## src/rtl/tmr_master_pkg.sv

```systemverilog
package tmr_master_pkg;
  localparam int ADDR_W = 3;

  localparam logic [ADDR_W-1:0] A_CTRL   = 3'd0;
  localparam logic [ADDR_W-1:0] A_PSC    = 3'd1;
  localparam logic [ADDR_W-1:0] A_RELOAD = 3'd2;
  localparam logic [ADDR_W-1:0] A_CMP    = 3'd3;
  localparam logic [ADDR_W-1:0] A_EVENT  = 3'd4;

  localparam int C_RUN  = 0;
  localparam int C_DOWN = 1;
  localparam int C_BUF  = 2;
  localparam int C_MODE = 4;

  typedef enum logic [2:0] {
    MM_RESET   = 3'd0,
    MM_ENABLE  = 3'd1,
    MM_UPDATE  = 3'd2,
    MM_CMPPULS = 3'd3,
    MM_REF1    = 3'd4,
    MM_REF2    = 3'd5,
    MM_REF3    = 3'd6,
    MM_REF4    = 3'd7
  } mmode_e;
endpackage

```

## src/rtl/tmr_regs.sv

```systemverilog
module tmr_regs
  import tmr_master_pkg::*;
#(
  parameter int CNT_W  = 16,
  parameter int PSC_W  = 16,
  parameter int DATA_W = 16
) (
  input  logic              clk,
  input  logic              rst,
  input  logic              wr_en,
  input  logic [ADDR_W-1:0] wr_addr,
  input  logic [DATA_W-1:0] wr_data,
  input  logic              upd_ev_i,
  output logic              run_o,
  output logic              down_o,
  output mmode_e            mode_o,
  output logic              ug_o,
  output logic [PSC_W-1:0]  psc_act_o,
  output logic [CNT_W-1:0]  arr_buf_o,
  output logic [CNT_W-1:0]  arr_act_o,
  output logic [CNT_W-1:0]  cmp_o
);
  logic             run_q, down_q, buf_q;
  mmode_e           mode_q;
  logic [PSC_W-1:0] psc_buf_q, psc_act_q;
  logic [CNT_W-1:0] arr_buf_q, arr_act_q, cmp_q;
  logic             wr_arr;

  assign wr_arr = wr_en && (wr_addr == A_RELOAD);
  assign ug_o   = wr_en && (wr_addr == A_EVENT) && wr_data[0];

  always_ff @(posedge clk) begin
    if (rst) begin
      run_q     <= 1'b0;
      down_q    <= 1'b0;
      buf_q     <= 1'b0;
      mode_q    <= MM_RESET;
      psc_buf_q <= '0;
      arr_buf_q <= '0;
      cmp_q     <= '0;
    end else if (wr_en) begin
      case (wr_addr)
        A_CTRL: begin
          run_q  <= wr_data[C_RUN];
          down_q <= wr_data[C_DOWN];
          buf_q  <= wr_data[C_BUF];
          mode_q <= mmode_e'(wr_data[C_MODE +: 3]);
        end
        A_PSC:    psc_buf_q <= wr_data[PSC_W-1:0];
        A_RELOAD: arr_buf_q <= wr_data[CNT_W-1:0];
        A_CMP:    cmp_q     <= wr_data[CNT_W-1:0];
        default:  ;
      endcase
    end
  end

  // Active (shadow) values: an update event copies the buffers; an
  // unbuffered reload write goes straight through and wins.
  always_ff @(posedge clk) begin
    if (rst) begin
      psc_act_q <= '0;
      arr_act_q <= '0;
    end else begin
      if (upd_ev_i) begin
        psc_act_q <= psc_buf_q;
        arr_act_q <= arr_buf_q;
      end
      if (wr_arr && !buf_q) arr_act_q <= wr_data[CNT_W-1:0];
    end
  end

  assign run_o     = run_q;
  assign down_o    = down_q;
  assign mode_o    = mode_q;
  assign psc_act_o = psc_act_q;
  assign arr_buf_o = arr_buf_q;
  assign arr_act_o = arr_act_q;
  assign cmp_o     = cmp_q;


  buffered_reload_chk: assert property (@(posedge clk) disable iff (rst)
    (buf_q && !upd_ev_i) |=> $stable(arr_act_q));


  psc_shadow_chk: assert property (@(posedge clk) disable iff (rst)
    (!upd_ev_i) |=> $stable(psc_act_q));
endmodule

```

## src/rtl/tmr_prescaler.sv

```systemverilog
module tmr_prescaler #(
  parameter int PSC_W = 16
) (
  input  logic             clk,
  input  logic             rst,
  input  logic             run_i,
  input  logic             ug_i,
  input  logic [PSC_W-1:0] psc_act_i,
  output logic             tick_o
);
  logic [PSC_W-1:0] pcnt_q;

  assign tick_o = run_i && (pcnt_q == psc_act_i);

  always_ff @(posedge clk) begin
    if (rst || ug_i)   pcnt_q <= '0;
    else if (tick_o)   pcnt_q <= '0;
    else if (run_i)    pcnt_q <= pcnt_q + 1'b1;
  end


  stopped_prescaler_chk: assert property (@(posedge clk) disable iff (rst)
    (!run_i && !ug_i) |=> $stable(pcnt_q));
endmodule

```

## src/rtl/tmr_counter.sv

```systemverilog
module tmr_counter #(
  parameter int CNT_W = 16
) (
  input  logic             clk,
  input  logic             rst,
  input  logic             tick_i,
  input  logic             ug_i,
  input  logic             down_i,
  input  logic [CNT_W-1:0] arr_buf_i,
  input  logic [CNT_W-1:0] arr_act_i,
  input  logic [CNT_W-1:0] cmp_i,
  output logic [CNT_W-1:0] cnt_o,
  output logic             upd_ev_o,
  output logic             cmp_ev_o,
  output logic             upd_o
);
  logic [CNT_W-1:0] cnt_q, cnt_d;
  logic             upd_q, moved;

  always_comb begin
    cnt_d    = cnt_q;
    upd_ev_o = 1'b0;
    moved    = 1'b0;
    if (ug_i) begin
      upd_ev_o = 1'b1;
      cnt_d    = down_i ? arr_buf_i : '0;
    end else if (tick_i) begin
      if (arr_act_i == '0) begin
        cnt_d = '0;
      end else begin
        moved = 1'b1;
        if (!down_i) begin
          if (cnt_q >= arr_act_i) begin
            cnt_d    = '0;
            upd_ev_o = 1'b1;
          end else begin
            cnt_d = cnt_q + 1'b1;
          end
        end else begin
          if (cnt_q == '0) begin
            cnt_d    = arr_buf_i;
            upd_ev_o = 1'b1;
          end else begin
            cnt_d = cnt_q - 1'b1;
          end
        end
      end
    end
  end

  assign cmp_ev_o = moved && (cnt_d == cmp_i);

  always_ff @(posedge clk) begin
    if (rst) begin
      cnt_q <= '0;
      upd_q <= 1'b0;
    end else begin
      cnt_q <= cnt_d;
      upd_q <= upd_ev_o;
    end
  end

  assign cnt_o = cnt_q;
  assign upd_o = upd_q;


  hold_when_idle_chk: assert property (@(posedge clk) disable iff (rst)
    (!tick_i && !ug_i) |=> $stable(cnt_q));


  up_wrap_chk: assert property (@(posedge clk) disable iff (rst)
    (tick_i && !ug_i && !down_i && arr_act_i != '0 && cnt_q >= arr_act_i)
      |=> (cnt_q == '0 && upd_q));


  held_zero_chk: assert property (@(posedge clk) disable iff (rst)
    (arr_act_i == '0 && cnt_q == '0 && !ug_i) |=> (cnt_q == '0 && !upd_q));
endmodule

```

## src/rtl/tmr_trgo_sel.sv

```systemverilog
module tmr_trgo_sel
  import tmr_master_pkg::*;
#(
  parameter int CNT_W = 16
) (
  input  logic             clk,
  input  logic             rst,
  input  mmode_e           mode_i,
  input  logic             ug_i,
  input  logic             run_i,
  input  logic             upd_ev_i,
  input  logic             cmp_ev_i,
  input  logic [CNT_W-1:0] cnt_i,
  input  logic [CNT_W-1:0] cmp_i,
  output logic             trgo_o
);
  logic trgo_q, src;
  logic ref1;

  assign ref1 = (cnt_i < cmp_i);

  always_comb begin
    case (mode_i)
      MM_RESET:   src = ug_i;
      MM_ENABLE:  src = run_i;
      MM_UPDATE:  src = upd_ev_i;
      MM_CMPPULS: src = cmp_ev_i;
      MM_REF1:    src = ref1;
      default:    src = 1'b0;
    endcase
  end

  always_ff @(posedge clk) begin
    if (rst) trgo_q <= 1'b0;
    else     trgo_q <= src;
  end

  assign trgo_o = trgo_q;


  unused_ref_low_chk: assert property (@(posedge clk) disable iff (rst)
    (mode_i > MM_REF1) |=> !trgo_q);


  update_trig_chk: assert property (@(posedge clk) disable iff (rst)
    (mode_i == MM_UPDATE && upd_ev_i) |=> trgo_q);


  reset_trig_chk: assert property (@(posedge clk) disable iff (rst)
    (mode_i == MM_RESET && !ug_i) |=> !trgo_q);
endmodule

```

## src/rtl/tmr_master.sv

```systemverilog
module tmr_master
  import tmr_master_pkg::*;
#(
  parameter int CNT_W  = 16,
  parameter int PSC_W  = 16,
  parameter int DATA_W = 16
) (
  input  logic              clk,
  input  logic              rst,
  input  logic              wr_en,
  input  logic [2:0]        wr_addr,
  input  logic [DATA_W-1:0] wr_data,
  output logic [CNT_W-1:0]  count_o,
  output logic              update_o,
  output logic              trgo_o
);
  logic             run, down, ug, tick, upd_ev, cmp_ev;
  mmode_e           mode;
  logic [PSC_W-1:0] psc_act;
  logic [CNT_W-1:0] arr_buf, arr_act, cmp_val, cnt;

  tmr_regs #(.CNT_W(CNT_W), .PSC_W(PSC_W), .DATA_W(DATA_W)) u_regs (
    .clk(clk), .rst(rst), .wr_en(wr_en), .wr_addr(wr_addr), .wr_data(wr_data),
    .upd_ev_i(upd_ev), .run_o(run), .down_o(down), .mode_o(mode), .ug_o(ug),
    .psc_act_o(psc_act), .arr_buf_o(arr_buf), .arr_act_o(arr_act), .cmp_o(cmp_val)
  );

  tmr_prescaler #(.PSC_W(PSC_W)) u_psc (
    .clk(clk), .rst(rst), .run_i(run), .ug_i(ug), .psc_act_i(psc_act), .tick_o(tick)
  );

  tmr_counter #(.CNT_W(CNT_W)) u_cnt (
    .clk(clk), .rst(rst), .tick_i(tick), .ug_i(ug), .down_i(down),
    .arr_buf_i(arr_buf), .arr_act_i(arr_act), .cmp_i(cmp_val),
    .cnt_o(cnt), .upd_ev_o(upd_ev), .cmp_ev_o(cmp_ev), .upd_o(update_o)
  );

  tmr_trgo_sel #(.CNT_W(CNT_W)) u_trgo (
    .clk(clk), .rst(rst), .mode_i(mode), .ug_i(ug), .run_i(run),
    .upd_ev_i(upd_ev), .cmp_ev_i(cmp_ev), .cnt_i(cnt), .cmp_i(cmp_val),
    .trgo_o(trgo_o)
  );

  assign count_o = cnt;


  reset_quiet_chk: assert property (@(posedge clk)
    rst |=> (count_o == '0 && !update_o && !trgo_o));
endmodule

```

## config.mk

```make
export PLATFORM = sky130hd
export DESIGN_NAME = tmr_master
export DESIGN_NICKNAME = d
export VERILOG_FILES = /design/src/rtl/tmr_master_pkg.sv /design/src/rtl/tmr_regs.sv /design/src/rtl/tmr_prescaler.sv /design/src/rtl/tmr_counter.sv /design/src/rtl/tmr_trgo_sel.sv /design/src/rtl/tmr_master.sv
export SDC_FILE = /design/constraint.sdc
export NUM_CORES = 1
export LEC_CHECK = 0
export ABC_CLOCK_PERIOD_IN_PS = 3200
export BUFFER_PORTS_ARGS = -buffer_cell sky130_fd_sc_hd__clkbuf_2
export CAP_MARGIN = 10
export CORE_UTILIZATION = 55
export DETAILED_ROUTE_END_ITERATION = 10
export PLACE_DENSITY = 0.76
export SLEW_MARGIN = 40
export SYNTH_ARGS = -nofsm -noshare
export SYNTH_HDL_FRONTEND = slang
export SYNTH_SLANG_ARGS = --single-unit
```

## constraint.sdc

```tcl
create_clock -name clk -period 3.2 [get_ports clk]
set_input_delay 0.64 -clock clk [delete_from_list [all_inputs] [get_ports clk]]
set_output_delay 0.64 -clock clk [all_outputs]
set_load 0.005 [all_outputs]
```

# Word-level counts from Yosys, hierarchy flattened
# Cells that the tools add are included.
# W data, S select, Z words.
# totals
output_inout_bits	18
mem_bits_ro	0
in_bits	22
reg_bits	120
latchBits	0
elab_cells	65
mem_count	0
mem_bits_rw	0
# op_classes
addsub	3
n_reduce_logical	18
n_div	0
muxes	19
eq_ne	10
magnitude_cmp	2
shifts	0
n_bitwise	0
mul	0
# op_table
operator	n
$mux W16	9
$add A16 B1 Y16 const B	2
$eq A16 B16 Y1	2
$logic_not A16 Y1	2
$ge A16 B16 Y1	1
$lt A16 B16 Y1	1
$sub A16 B1 Y16 const B	1
$eq A3 B2 Y1 const B	4
$mux W1	9
$reduce_and A2 Y1	4
$eq A3 B1 Y1 const B	2
$eq A3 B3 Y1 const B	2
$logic_and A1 B1 Y1	6
$logic_not A3 Y1	2
$pmux W1 S5	1
$reduce_bool A2 Y1	1
$reduce_or A2 Y1	1
$logic_not A1 Y1	1
$logic_or A1 B1 Y1	1

# Depth between registers and ports, before layout
# depth
word_depth	9
mapped_depth	14
depth_no_buf	11

# By module
# Synthesis repeated with hierarchy kept, for this count alone.
# hier_totals
cells_unflattened	947
hier_area_um2	7664.9
# modules_own_cells
mod	n_inst	seq_area_each_um2	area_each_um2	cells_per_inst
tmr_regs	1	1721.7	3528.4	382
tmr_counter	1	340.3	2648.8	400
tmr_prescaler	1	320.3	1032.2	104
tmr_trgo_sel	1	20.0	455.4	61

# Worst setup path before layout
# Ideal clock, no wire load.
# synth_path
path_type	flip-flop to flip-flop
startpoint	register u_cnt.cnt_q[0], in the netlist u_cnt.cnt_o[0]
endpoint	register u_trgo.trgo_q, in the netlist u_trgo.trgo_o
path_buffers	2
setup_slack_ps	-226
required_ps	3113
t_arrival_ps	3339
path_stages_with_launch	14
setup_time_ps	87
period_less_slack_ps	3426
path_cell_list	dfxtp_1 > clkbuf_1 > inv_1 > ha_1 > nand2b_1 > a2111o_1 > a32oi_1 > a31oi_1 > clkbuf_1 > nor3_1 > mux2_2 > o31ai_4 > o2111ai_1 > o31ai_1
# synth_via
elab_chain_len	9
word_cells_on_any_way	20
cone_classes	add/sub (2); order compare (2); eq/ne (1); mux (13); reduce/logical (2)
# synth_rtl
element	line_no	source
from (decl)	tmr_counter.sv:17	logic [CNT_W-1:0] cnt_q, cnt_d;
from (signal assigned)	tmr_counter.sv:58	cnt_q <= cnt_d;
$add A16 B1 Y16 (tied with other cells)	tmr_counter.sv:37	cnt_d = cnt_q + 1'b1;
$mux W16, on equally long branches	tmr_counter.sv:33, tmr_counter.sv:40	
$mux W16	tmr_counter.sv:32	if (!down_i) begin
$mux W16	tmr_counter.sv:28	if (arr_act_i == '0) begin
$mux W16	tmr_counter.sv:27	end else if (tick_i) begin
$mux W16	tmr_counter.sv:24	if (ug_i) begin
$eq A16 B16 Y1	tmr_counter.sv:51	assign cmp_ev_o = moved && (cnt_d == cmp_i);
$logic_and A1 B1 Y1	tmr_counter.sv:51	
$pmux W1 S5 (*)	tmr_trgo_sel.sv:23	case (mode_i)
to (signal assigned)	tmr_trgo_sel.sv:35	else trgo_q <= src;
to (decl)	tmr_trgo_sel.sv:17	logic trgo_q, src;
# Every way passes the cells marked *; elsewhere a longest branch is shown, timed or not.
# A chain may end at the register's enable or synchronous reset.

# Final worst setup path
# Same ends and word-level chain as after synthesis.

==> impl_metrics.ini <==
[place]
globalplace.congestion = 1.00
io_buffers = 39
placed_cells = 1109
dp_hpwl_um = 16200

[sta]
max-slew-margin-rel_pct = 49.7
period_needed_ns = 3.10
worst_pin_slew_ns = 0.752
fmax_mhz = 322
min_period_over_period_pct = 97.0
fin_tns_setup_ns = 0
hold_viol = 0
slew_violations = 0
setup_viol = 0
fin_skew_ns = 0.00918
rsz0062_at_grt = yes

[finish]
area_growth_pct = 17.0
final_cells = 1140
drive_above_1_share_pct = 16.0
antenna_cells = 0
multi_input_area_um2 = 4320
fin_nets = 1012
final_util_pct = 65.9
fillers = 1052
seq_area_um2 = 2400

[grt]
grt-ovfl-total = 0
use_met1_pct = 44.9
antenna_found_initial = 0
grt_max_degree = 100
grt_pass1_vias = 6535
grt.busiest_layer = met2
use_met3_pct = 5.96
grtUsageMet2_pct = 54.4
grt_usage_pct = 34.4
grt_pass1_wl_um = 34700

[synthesis]
ys.flop_type = dfxtp_1
synth_cells = 900
ys_ff_latch = 120
synth_edf_count = 0
ys_seq_area_share_pct = 33.9
syn_nets = 956
yosys_warnings = 0
ys_types = 68
synthArstFlopShare_pct = 0
syn_area_per_cell_um2 = 7.87
netlist_area_um2 = 7080

[setup_path]
start_kind = register
worstReg2RegStart = u_cnt.cnt_o[0]$_SDFF_PP0_
setup.worst_path.end_class = register
path_max_fanout = 5
crit_type = reg -> reg
crit_path_start = u_cnt.cnt_o[0]$_SDFF_PP0_
arrival_ns = 3.44
crit_required_ns = 3.53

[routing]
wl_per_cell_um = 19.3
post-route-drc-count = 0
drt-pass1-iter-count = 5
dr_total_vias = 6991
drtAntennaViolNets = 0
via_per_inst = 6.13
wirelength_um = 22000
first_iter_violations = 652

[min_path]
hold_start = u_regs.psc_buf_q[6]$_SDFFE_PP0P_
min_path_type = reg -> reg

[floorplan]
dieArea_um2 = 13300
rows = 41
die_h_um = 115
fp.dieW_um = 115
coreArea_um2 = 12600
initial_core_util_pct = 56.3
pin_count = 40

[job]
max-cap-violations = 0

[power]
ir_drop_mv = 0.333
p_per_area_nw_per_um2 = 452
power.total_mw = 3.75
leakagePower_nw = 3.40

[clock_network]
cts_max_level = 4
numCtsBuffers = 17
cts.sinks = 120
cts-root-buf = clkbuf_16
cts_hold_buf = 0
cts_setup_buffers = 0
cts_tree = done
clockBufferDepth = 2
clkTransAtPathRegs_ns = 0.06
clock_latency_ns = 0.42

[status]
status = finished clean
-- area by class of cell --
| type | instances | area share (%) |
|---|---|---|
| multi-input cells | 679 | 52.2 |
| flip-flops and latches | 120 | 29.0 |
| repair buffers | 101 | 8.09 |
| clock buffers | 19 | 5.22 |
| well taps | 172 | 2.60 |
| inverters | 37 | 1.68 |
| clock inverters | 12 | 1.25 |
-- cell usage in the layout, fill, tap and decap left out, types with 24 or more instances in the layout --
cell      netlist  layout
a21oi_1        85      85
buf_4           0      61
clkbuf_2        0      38
dfxtp_1       120     120
ha_1           34      34
inv_1          37      37
mux2i_1        39      39
nand2_1       131     131
nor2_1         93      93
xnor2_1        24      24
xor2_1         26      26
-- worst paths after layout --
kind	end	slack, ns	cells after the start
setup / recovery	u_trgo.trgo_o$_SDFF_PP0_	0.1	11
hold / removal	u_regs.psc_buf_q[6]$_SDFFE_PP0P_	0.45	2
setup reg to reg	u_trgo.trgo_o$_SDFF_PP0_	0.1	11
hold reg to reg	u_regs.psc_buf_q[6]$_SDFFE_PP0P_	0.45	2
-- worst max-delay path, stage by stage, from the launching register on --
cell and delay [ns]:
dfxtp_1 0.33, inv_1 0.09, ha_1 0.29, nand2b_1 0.15, a2111o_1 0.45, a32oi_2 0.27, a31oi_4 0.16, a2111o_1 0.41
mux2_4 0.33, o31ai_4 0.17, o2111ai_1 0.14, o31ai_1 0.24
-- per-layer routing --
metal,wire length [um],up-vias
met5,0,-
met4,969,0
met3,1440,76
met2,10300,311
met1,9280,3309
li1,-,3295
-- flip-flops by register name, indices dropped and copies added (netlist names) --
signal / cells
u_cnt.cnt_o: 16
u_regs.arr_act_o: 16
u_cnt.upd_o: 1
u_trgo.trgo_o: 1
u_regs.run_o: 1
u_regs.buf_q: 1
u_regs.psc_buf_q: 16
u_regs.mode_o: 3
u_psc.pcnt_q: 16
u_regs.cmp_o: 16
u_regs.psc_act_o: 16
u_regs.arr_buf_o: 16
u_regs.down_o: 1
-- synth_stat cells, types with 5 or more instances --
| library cell | n | area (um^2) |
|---|---|---|
| inv_1 | 37 | 139 |
| xnor2_1 | 24 | 210 |
| xor2_1 | 26 | 228 |
| clkbuf_1 | 52 | 195 |
| o21ai_0 | 17 | 85.1 |
| and3_1 | 9 | 56.3 |
| o22ai_1 | 5 | 31.3 |
| a21o_1 | 8 | 60.1 |
| o31a_1 | 5 | 43.8 |
| mux2i_1 | 39 | 390 |
| dfxtp_1 | 120 | 2400 |
| a21oi_1 | 85 | 425 |
| or2_2 | 5 | 31.3 |
| a211oi_1 | 21 | 158 |
| nand2_1 | 131 | 492 |
| ha_1 | 34 | 425 |
| nor3_1 | 19 | 95.1 |
| o21a_1 | 5 | 37.5 |
| buf_2 | 10 | 50.1 |
| nand4_1 | 21 | 131 |
| a31oi_1 | 8 | 50.1 |
| nand2b_1 | 6 | 37.5 |
| nor2_1 | 93 | 349 |
| a2111oi_0 | 5 | 43.8 |
| nand3_1 | 19 | 95.1 |
| nor4_1 | 14 | 87.6 |
| and4_1 | 6 | 52.6 |
| o211ai_1 | 5 | 37.5 |
| nand3b_1 | 6 | 45.0 |
-- report_power, final --
| group | switching, mW | internal, mW | leakage [nW] | total, mW |
|---|---|---|---|---|
| Sequential | 0.0284 | 1.52 | 0.970 | 1.55 |
| Clock | 0.698 | 1.06 | 0.259 | 1.75 |
| Combinational | 0.267 | 0.178 | 2.18 | 0.444 |
-- through the flow --
step	hold slack, ns	setup WS, ns	instance area [um^2]
5_1_grt	0.480	-0.0390	8290
4_1_cts	0.455	0.0496	8260
6_report	0.453	0.0957	8290
3_3_place_gp	0.442	0.147	7720
3_5_place_dp	0.448	0.0635	7720
2_1_floorplan	0.436	0.00181	7100
-- timing repair --
item	in CTS	in global routing
endpoints found under the hold margin	0	0
gates resized for setup	0	6
setup endpoints to repair	0	1
-- kinds of logic (layout without fill, tap and decap cells) --
kind of cell / count (synthesis) / after routing / synth area share, %
mux: 42 / 42 / 6.04
simple gates: 354 / 354 / 24.0
flops: 120 / 120 / 33.9
fa+ha+maj: 34 / 34 / 6.01
compound gates: 199 / 199 / 18.3
xor+xnor: 50 / 50 / 6.18
buf+inv: 101 / 169 / 5.53
Note: power is estimated with default switching activity, not from simulation.
